`config.mk`:
```
export PLATFORM = sky130hd
export DESIGN_NAME = uart7_tx
export DESIGN_NICKNAME = d
export VERILOG_FILES = /design/src/rtl/uart7_tx_pkg.sv /design/src/rtl/bit_tick_gen.sv /design/src/rtl/frame_bit_ctr.sv /design/src/rtl/frame_shreg.sv /design/src/rtl/uart7_tx.sv
export SDC_FILE = /design/constraint.sdc
export NUM_CORES = 1
export LEC_CHECK = 0
export BUFFER_PORTS_ARGS = -buffer_cell sky130_fd_sc_hd__buf_2
export CAP_MARGIN = 10
export CELL_PAD_IN_SITES_DETAIL_PLACEMENT = 1
export CELL_PAD_IN_SITES_GLOBAL_PLACEMENT = 2
export CORE_MARGIN = 5
export CORE_UTILIZATION = 34
export DETAILED_ROUTE_END_ITERATION = 8
export HOLD_SLACK_MARGIN = 0.02
export PLACE_DENSITY_LB_ADDON = 0.3
export SLEW_MARGIN = 20
export SYNTH_ARGS = -nofsm -noshare
export SYNTH_HDL_FRONTEND = slang
export SYNTH_HIERARCHICAL = 1
export SYNTH_SLANG_ARGS = --single-unit
```
`constraint.sdc`:
```
create_clock -name clk_i -period 1.8 [get_ports clk_i]
set_input_delay 0.27 -clock clk_i [delete_from_list [all_inputs] [get_ports clk_i]]
set_output_delay 0.27 -clock clk_i [all_outputs]
set_load 0.005 [all_outputs]
```
`src/rtl/uart7_tx_pkg.sv`:
```
package uart7_tx_pkg;
  // bit 1 of the encoding is the busy output
  typedef enum logic [1:0] {
    ST_IDLE = 2'b00,
    ST_DONE = 2'b01,
    ST_LOAD = 2'b10,
    ST_SEND = 2'b11
  } tx_state_e;
endpackage

```
`src/rtl/bit_tick_gen.sv`:
```
module bit_tick_gen #(
  parameter int unsigned CYC_PER_BIT = 16
) (
  input  logic clk_i,
  input  logic rst_ni,
  input  logic clr_i,
  output logic tick_o
);
  localparam int unsigned CNT_W = (CYC_PER_BIT > 1) ? $clog2(CYC_PER_BIT) : 1;
  localparam logic [CNT_W-1:0] LAST = CNT_W'(CYC_PER_BIT - 1);

  logic [CNT_W-1:0] cnt_q;

  always_ff @(posedge clk_i or negedge rst_ni) begin
    if (!rst_ni)           cnt_q <= '0;
    else if (clr_i)        cnt_q <= '0;
    else if (cnt_q == LAST) cnt_q <= '0;
    else                   cnt_q <= cnt_q + 1'b1;
  end

  assign tick_o = (cnt_q == LAST) && !clr_i;

  AST_TICK_CNT_RANGE: assert property (@(posedge clk_i) disable iff (!rst_ni)
    cnt_q <= LAST);
  AST_TICK_CLR_RESTART: assert property (@(posedge clk_i) disable iff (!rst_ni)
    clr_i |=> (cnt_q == '0));
endmodule

```
`src/rtl/frame_bit_ctr.sv`:
```
module frame_bit_ctr #(
  parameter int unsigned MOD = 10
) (
  input  logic clk_i,
  input  logic rst_ni,
  input  logic clr_i,
  input  logic inc_i,
  output logic wrap_o
);
  localparam int unsigned Q_W = $clog2(MOD);
  localparam logic [Q_W-1:0] TOP = Q_W'(MOD - 1);

  logic [Q_W-1:0] q;

  always_ff @(posedge clk_i or negedge rst_ni) begin
    if (!rst_ni)    q <= '0;
    else if (clr_i) q <= '0;
    else if (inc_i) q <= (q == TOP) ? '0 : q + 1'b1;
  end

  assign wrap_o = inc_i && (q == TOP);

  AST_CTR_ROLLOVER: assert property (@(posedge clk_i) disable iff (!rst_ni)
    (inc_i && !clr_i && q == TOP) |=> (q == '0));
  AST_CTR_RANGE: assert property (@(posedge clk_i) disable iff (!rst_ni)
    q <= TOP);
endmodule

```
`src/rtl/frame_shreg.sv`:
```
module frame_shreg #(
  parameter int unsigned DATA_W = 7
) (
  input  logic              clk_i,
  input  logic              rst_ni,
  input  logic              load_i,
  input  logic              shift_i,
  input  logic [DATA_W-1:0] data_i,
  input  logic              par_i,
  output logic              ser_o
);
  localparam int unsigned REG_W = DATA_W + 2;

  logic [REG_W-1:0] sr_q;

  always_ff @(posedge clk_i or negedge rst_ni) begin
    if (!rst_ni)      sr_q <= '1;
    else if (load_i)  sr_q <= {par_i, data_i, 1'b0};
    else if (shift_i) sr_q <= {1'b1, sr_q[REG_W-1:1]};
  end

  assign ser_o = sr_q[0];

  AST_SR_LOAD_START: assert property (@(posedge clk_i) disable iff (!rst_ni)
    load_i |=> (ser_o == 1'b0));
  AST_SR_HOLD: assert property (@(posedge clk_i) disable iff (!rst_ni)
    (!load_i && !shift_i) |=> $stable(ser_o));
endmodule

```
`src/rtl/uart7_tx.sv`:
```
module uart7_tx
  import uart7_tx_pkg::*;
#(
  parameter int unsigned CLK_HZ = 1_000_000,
  parameter int unsigned BAUD   = 300,
  parameter int unsigned DATA_W = 7
) (
  input  logic              clk_i,
  input  logic              rst_ni,
  input  logic              send_i,
  input  logic [DATA_W-1:0] data_i,
  input  logic              odd_par_i,
  output logic              txd_o,
  output logic              busy_o
);
  localparam int unsigned CYC_PER_BIT = CLK_HZ / BAUD;
  localparam int unsigned FRAME_BITS  = DATA_W + 3;

  tx_state_e state_q, state_d;
  logic tick, wrap, load, shift, par;

  always_ff @(posedge clk_i or negedge rst_ni) begin
    if (!rst_ni) state_q <= ST_IDLE;
    else         state_q <= state_d;
  end

  always_comb begin
    state_d = state_q;
    unique case (state_q)
      ST_IDLE: if (send_i) state_d = ST_LOAD;
      ST_LOAD: state_d = ST_SEND;
      ST_SEND: if (wrap) state_d = ST_DONE;
      ST_DONE: if (!send_i) state_d = ST_IDLE;
      default: state_d = ST_IDLE;
    endcase
  end

  assign load   = (state_q == ST_LOAD);
  assign shift  = (state_q == ST_SEND) && tick;
  assign par    = (^data_i) ^ odd_par_i;
  assign busy_o = state_q[1];

  bit_tick_gen #(.CYC_PER_BIT(CYC_PER_BIT)) i_tick (
    .clk_i, .rst_ni, .clr_i(load), .tick_o(tick)
  );

  frame_bit_ctr #(.MOD(FRAME_BITS)) i_ctr (
    .clk_i, .rst_ni, .clr_i(load), .inc_i(shift), .wrap_o(wrap)
  );

  frame_shreg #(.DATA_W(DATA_W)) i_sr (
    .clk_i, .rst_ni, .load_i(load), .shift_i(shift),
    .data_i, .par_i(par), .ser_o(txd_o)
  );

  AST_IDLE_LINE_HIGH: assert property (@(posedge clk_i) disable iff (!rst_ni)
    !busy_o |-> txd_o);
  AST_BUSY_ON_SEND: assert property (@(posedge clk_i) disable iff (!rst_ni)
    (state_q == ST_IDLE && send_i) |=> busy_o);
  AST_NO_RESTART: assert property (@(posedge clk_i) disable iff (!rst_ni)
    (state_q == ST_DONE && send_i) |=> !busy_o);
  AST_STOP_BEFORE_DROP: assert property (@(posedge clk_i) disable iff (!rst_ni)
    (busy_o && !load && !state_d[1]) |-> txd_o);
endmodule

```
==> flow_metrics.py, run 1 <==
metrics = {
    "clock_tree": {
        "h-tree-depth": 1,
        "clk_pin_slew_worst_paths_ns": 0.10,
        "clockBufferDepth": 2,
        "cts_made_buffers": 3,
        "cts_tree": "built",
        "clk_latency_ns": 0.28,
        "clock-root-buffer": "clkbuf_8",
        "hold_buffers": 0,
        "cts.sinks": 27,
    },
    "floorplan": {
        "fp.coreArea_sq_um": 4060,
        "placementRows": 23,
        "die_area_sq_um": 5640,
        "io_pins": 13,
        "start_util": 0.355,
        "fp.dieW_um": 75.1,
        "die_h_um": 75.1,
    },
    "drt": {
        "vias": 1116,
        "drc_errors": 0,
        "drt-total-wl_um": 3120,
        "drt_iter0_drc": 49,
        "vias_per_cell": 5.10,
        "wire_per_inst_um": 14.3,
        "firstDrtPassIters": 2,
        "ant_nets": 0,
    },
    "power_and_ir_drop": {
        "peakVddDrop_mv": 0.366,
        "leakagePower_nw": 0.721,
        "cellPowerDensity_nw_per_um2": 959,
    },
    "run_status": {
        "violations": "negative hold slack",
        "outcome": "finished with violations",
    },
    "place": {
        "gp_congestion": 0.733,
        "hpwl_um": 2220,
        "placed_area_sq_um": 1640,
        "portBuffers": 12,
    },
    "sta": {
        "period_share": 0.955,
        "tightest_slew_ns": 0.626,
        "clock_skew_ns": 0.00312,
        "setup_violations": 0,
        "hold_viol": 1,
        "period_needed_ns": 1.72,
        "rsz0062_at_grt": "yes",
        "whs_ns": -0.000202,
        "slew_viol_final": 0,
        "clock.fmax_mhz": 582,
        "slew_headroom": 0.582,
    },
    "cells_and_area": {
        "antenna_cells": 0,
        "area_delta_synth_final_pct": 20.7,
        "fin_nets": 185,
        "layout-drive-gt1-share": 0.320,
        "final_util": 0.428,
        "fin_area_sq_um": 1740,
        "final_cell_mix": "dfrtp_1, nand2_1, buf_4",
        "mostFrequentLayoutCell": "dfrtp_1",
        "fill_cells": 486,
    },
    "worst_hold_path": {
        "min_path_type": "in2async",
    },
    "synthesis": {
        "ys_ff_latch": 27,
        "ys.warnings.count": 6,
        "syn_area_per_cell_sq_um": 10.2,
        "synthCells": 141,
        "syn_area_sq_um": 1440,
        "synthesis.nets": 156,
        "seq_area_frac_synth": 0.477,
        "synth.distinct_cells": 36,
    },
    "global_routing": {
        "antenna_found_initial": 0,
        "grt-ovfl-total": 0,
        "grt_pass1_wl_um": 5240,
        "grt_pass1_vias": 1138,
        "grt_max_degree": 28,
        "grt_use_total": 0.122,
    },
    "setup_path": {
        "worst_setup_path_end_kind": "flip-flop",
        "crit_required_ns": 2.02,
        "crit_start": "i_tick/cnt_q[4]$_DFF_PN0_",
        "startpoint_type": "flip-flop",
        "critical_path_class": "reg2reg",
        "arrival_ns": 1.94,
        "cp_max_fo": 5,
        "r2r_start": "i_tick/cnt_q[4]$_DFF_PN0_",
    },
    "flow_run": {
        "cap_violations": 0,
    },
}
synth_stat cells, drive strengths merged:
cell    number  share of area
or4          3          0.016
a21o         1         0.0052
and4b        1         0.0078
o31ai        3          0.016
nand3b       3          0.016
and3         1         0.0043
nor2         9          0.023
and4bb       1         0.0087
ha           4          0.035
a211o        1         0.0061
or3          4          0.019
nand4        4          0.022
nand2       16          0.043
a41o         1         0.0070
a21oi       13          0.048
xnor2        7          0.043
mux2i        8          0.056
inv          6          0.016
xor2         3          0.018
nor4b        1          0.010
nor2b        2         0.0087
o21ai       14          0.051
dfstp        9           0.16
dfrtp       18           0.31
a21boi       1         0.0052
buf          3          0.017
nand3        4          0.023
logic make-up after synthesis:
kind of cell / count (synthesis) / synth area share
multiplexers: 8 / 0.0556
AND/OR/NAND/NOR: 49 / 0.202
flip-flops: 27 / 0.477
buffers and inverters: 9 / 0.0321
AO/OA/AOI/OAI: 34 / 0.138
XOR/XNOR: 10 / 0.0608
adder cells (fa/ha/maj): 4 / 0.0348
flip-flops by register name, summed over array words and instances, names as in the netlist:
name,flops
i_ctr/q,4
i_sr/sr_q,9
i_tick/cnt_q,12
state_q,2
routing by layer:
metal,up-vias,track usage,wire length [um]
li1,556,-,-
met1,544,0.157,1460
met2,11,0.202,1530
met3,5,0.0200,79
met4,0,0.0534,55
met5,-,0,0
stage by stage:
step / hold slack (ns) / setup WS [ns] / setup TNS [ns] / power (mW) / std cells
2_1_floorplan: -0.0256 / 0.0670 / 0 / 1.08 / 141
3_3_place_gp: 0.327 / 0.00968 / 0 / 1.25 / 212
3_5_place_dp: 0.332 / -0.0237 / -0.0615 / 1.28 / 212
4_1_cts: 0.0237 / 0.00159 / 0 / 1.65 / 216
5_1_grt: 0.0511 / -0.0229 / -0.0405 / 1.76 / 219
6_report: -0.000202 / 0.0810 / 0 / 1.67 / 219
layout make-up:
cell class / count / area [sq um] / share of cell area
multi-input cells: 105 / 734 / 0.423
clock inverters: 1 / 5.00 / 0.00288
repair buffers: 27 / 185 / 0.107
clock buffers: 3 / 41.3 / 0.0238
inverters: 6 / 22.5 / 0.0130
well taps: 50 / 62.6 / 0.0360
flip-flops and latches: 27 / 687 / 0.395
final timing paths:
path	end	slack, ns	depth (start not counted)
max	i_ctr/q[2]$_DFFE_PN0P_	0.08	7
min	i_ctr/q[3]$_DFFE_PN0P_	-0.0002	1
max reg2reg	i_ctr/q[2]$_DFFE_PN0P_	0.08	7
min reg2reg	state_q[0]$_DFFE_PN0P_	0.55	1
max in group asynchronous	i_tick/cnt_q[2]$_DFF_PN0_	1.40	1
min in group clk_i	state_q[0]$_DFFE_PN0P_	0.21	2
report_power, final:
group          leakage [nW]  switching, mW  internal [mW]
Combinational         0.368          0.255          0.248
Clock                0.0255          0.202          0.156
Sequential            0.328         0.0605          0.745
Total                 0.721          0.517           1.15
critical path, stage by stage (launching register included):
cell and delay [ns]:
dfrtp_1 0.42, nor4b_4 0.30, nand4_1 0.12, nor2_1 0.11, and3_4 0.24, nand2_2 0.06, a211o_1 0.27, a21oi_2 0.12
timing repair:
item | in CTS | in global routing
hold endpoints to repair | 0 | 0
resized for setup | 1 | 6
pin swaps | 0 | 3
endpoints found under the setup margin | 10 | 11
setup buffers | 0 | 3
Note: power is estimated with default switching activity, not from simulation.
==> run 2: changes to the inputs <==
--- a/config.mk
+++ b/config.mk
@@ -9,11 +9,12 @@
 export CAP_MARGIN = 10
 export CELL_PAD_IN_SITES_DETAIL_PLACEMENT = 1
 export CELL_PAD_IN_SITES_GLOBAL_PLACEMENT = 2
-export CORE_MARGIN = 5
+export CORE_ASPECT_RATIO = 2
 export CORE_UTILIZATION = 34
 export DETAILED_ROUTE_END_ITERATION = 8
 export HOLD_SLACK_MARGIN = 0.02
 export PLACE_DENSITY_LB_ADDON = 0.3
+export SETUP_SLACK_MARGIN = 0.2
 export SLEW_MARGIN = 20
 export SYNTH_ARGS = -nofsm -noshare
 export SYNTH_HDL_FRONTEND = slang
==> flow_metrics.py, run 2 (synthesis results as in run 1) <==
metrics = {
    "cells_and_area": {
        "area_delta_synth_final_pct": 20.7,
        "mostFrequentLayoutCell": "dfrtp_1",
        "layout-drive-gt1-share": 0.313,
        "antenna_cells": 0,
        "final_cell_mix": "dfrtp_1, nand2_1, buf_2",
        "reg.largest.list": "i_tick/cnt_q: 12 flops, i_sr/sr_q: 9 flops, i_ctr/q: 4 flops",
        "fin_nets": 182,
        "fin_area_sq_um": 1740,
        "largest_reg_flops": 12,
        "largest-register": "i_tick/cnt_q",
    },
    "power_and_ir_drop": {
        "cellPowerDensity_nw_per_um2": 948,
        "power.total_mw": 1.65,
        "leakagePower_nw": 0.712,
        "peakVddDrop_mv": 0.703,
    },
    "setup_path": {
        "crit_required_ns": 2.00,
        "path_buf_inv": 1,
        "cp_max_fo": 9,
        "crit_slowest_cell": "dfrtp_1",
        "startpoint_type": "flip-flop",
        "crit_chain": "nor4b_4 -> nand4_1 -> nor2_1 -> and3_4 -> buf_12 -> mux2i_1 -> o21ai_2",
        "critPathTopFamily": "simple AND/OR/NAND/NOR gates",
        "worst_setup_path_end_kind": "flip-flop",
        "critical_path_class": "reg2reg",
        "arrival_ns": 1.87,
        "max_stage_delay_ns": 0.43,
    },
    "drt": {
        "firstDrtPassIters": 4,
        "vias_per_cell": 5.28,
        "wire_per_inst_um": 14.8,
        "vias": 1152,
        "drc_errors": 0,
        "ant_nets": 0,
        "drt-total-wl_um": 3230,
        "drt_iter0_drc": 20,
    },
    "place": {
        "detailedPlace.worstSlack_ns": 0.0700,
        "portBuffers": 12,
        "gp_congestion": 0.784,
        "hpwl_um": 2390,
        "placed_area_sq_um": 1640,
    },
    "sta": {
        "clock_skew_ns": 0.00375,
        "whs_ns": 0.00388,
        "rsz0062_at_grt": "yes",
        "worst_slack_ns": 0.128,
        "hold_viol": 0,
        "clock.fmax_mhz": 598,
        "tightest_slew_ns": 0.617,
        "setup-tns-final_ns": 0,
        "setup_violations": 0,
        "period_share": 0.929,
        "slew_viol_final": 0,
        "slew_headroom": 0.589,
        "period_needed_ns": 1.67,
    },
    "global_routing": {
        "antenna_found_initial": 0,
        "grt_pass1_wl_um": 5180,
        "grt_pass1_vias": 1197,
        "grt_max_degree": 28,
        "grt_use_total": 0.160,
        "grt-ovfl-total": 0,
    },
    "clock_tree": {
        "hold_buffers": 0,
        "h-tree-depth": 1,
        "cts_made_buffers": 3,
        "clk_latency_ns": 0.26,
        "clockBufferDepth": 2,
        "clk_pin_slew_worst_paths_ns": 0.09,
        "clock-root-buffer": "clkbuf_8",
        "cts.sinks": 27,
        "cts_tree": "built",
    },
    "floorplan": {
        "fp.dieW_um": 48.0,
        "start_util": 0.352,
        "die_area_sq_um": 4520,
        "placementRows": 33,
        "fp.coreArea_sq_um": 4090,
        "io_pins": 13,
        "die_h_um": 94.0,
    },
    "flow_run": {
        "cap_violations": 0,
    },
    "worst_hold_path": {
        "min_path_type": "in2async",
    },
    "run_status": {
        "outcome": "finished, final reports clean",
    },
}
[run 2: cell count changes in the layout (fill, tap and decap cells not counted), sizes merged]
cell | previous run | this run
clkbuf | 3 | 4
buf | 27 | 24
clkinv | 1 | 0
[run 2: report_power, final]
group          total, mW  leakage [nW]  internal, mW  switching (mW)
clock network      0.334        0.0228         0.158           0.176
registers          0.811         0.328         0.745          0.0664
logic              0.503         0.361         0.240           0.263
total               1.65         0.712          1.14           0.505
[run 2: layout make-up]
| type | count | area [sq um] |
|---|---|---|
| Inverter | 6 | 22.5 |
| Timing Repair Buffer | 24 | 163 |
| Clock buffer | 4 | 45.0 |
| Sequential cell | 27 | 687 |
| Multi-Input combinational cell | 105 | 756 |
| Fill cell | 477 | 2350 |
| Tap cell | 52 | 65.1 |
[run 2: final timing paths]
check | slack [ns] | cells past startpoint | from | to
min in group clk_i | 0.22 | 3 | data_i[6] | i_sr/sr_q[7]$_DFFE_PN1P_
setup reg to reg | 0.13 | 7 | i_tick/cnt_q[7]$_DFF_PN0_ | i_sr/sr_q[5]$_DFFE_PN1P_
hold / removal | 0.004 | 1 | rst_ni | i_ctr/q[3]$_DFFE_PN0P_
max in group asynchronous | 1.39 | 1 | rst_ni | i_tick/cnt_q[8]$_DFF_PN0_
hold reg to reg | 0.54 | 2 | i_sr/sr_q[8]$_DFFE_PN1P_ | i_sr/sr_q[8]$_DFFE_PN1P_
setup / recovery | 0.13 | 7 | i_tick/cnt_q[7]$_DFF_PN0_ | i_sr/sr_q[5]$_DFFE_PN1P_
[run 2: through the flow]
stage                     std cells   util
after detailed placement        211  0.400
after CTS                       216  0.414
after global routing            218  0.425
after global placement          211  0.400
final                           218  0.425
after floorplan                 141      -
[run 2: timing repair]
action,in CTS,in global routing
setup buffers,1,2
endpoints found under the setup margin,13,23
resized for setup,1,5
pin swaps,5,1
[run 2: layer usage]
layer	vias to the layer above	track usage	routed length, um
li1	549	-	-
met4	0	0.0671	61
met5	-	0	0
met1	573	0.161	1200
met2	24	0.293	1890
met3	6	0.0269	70
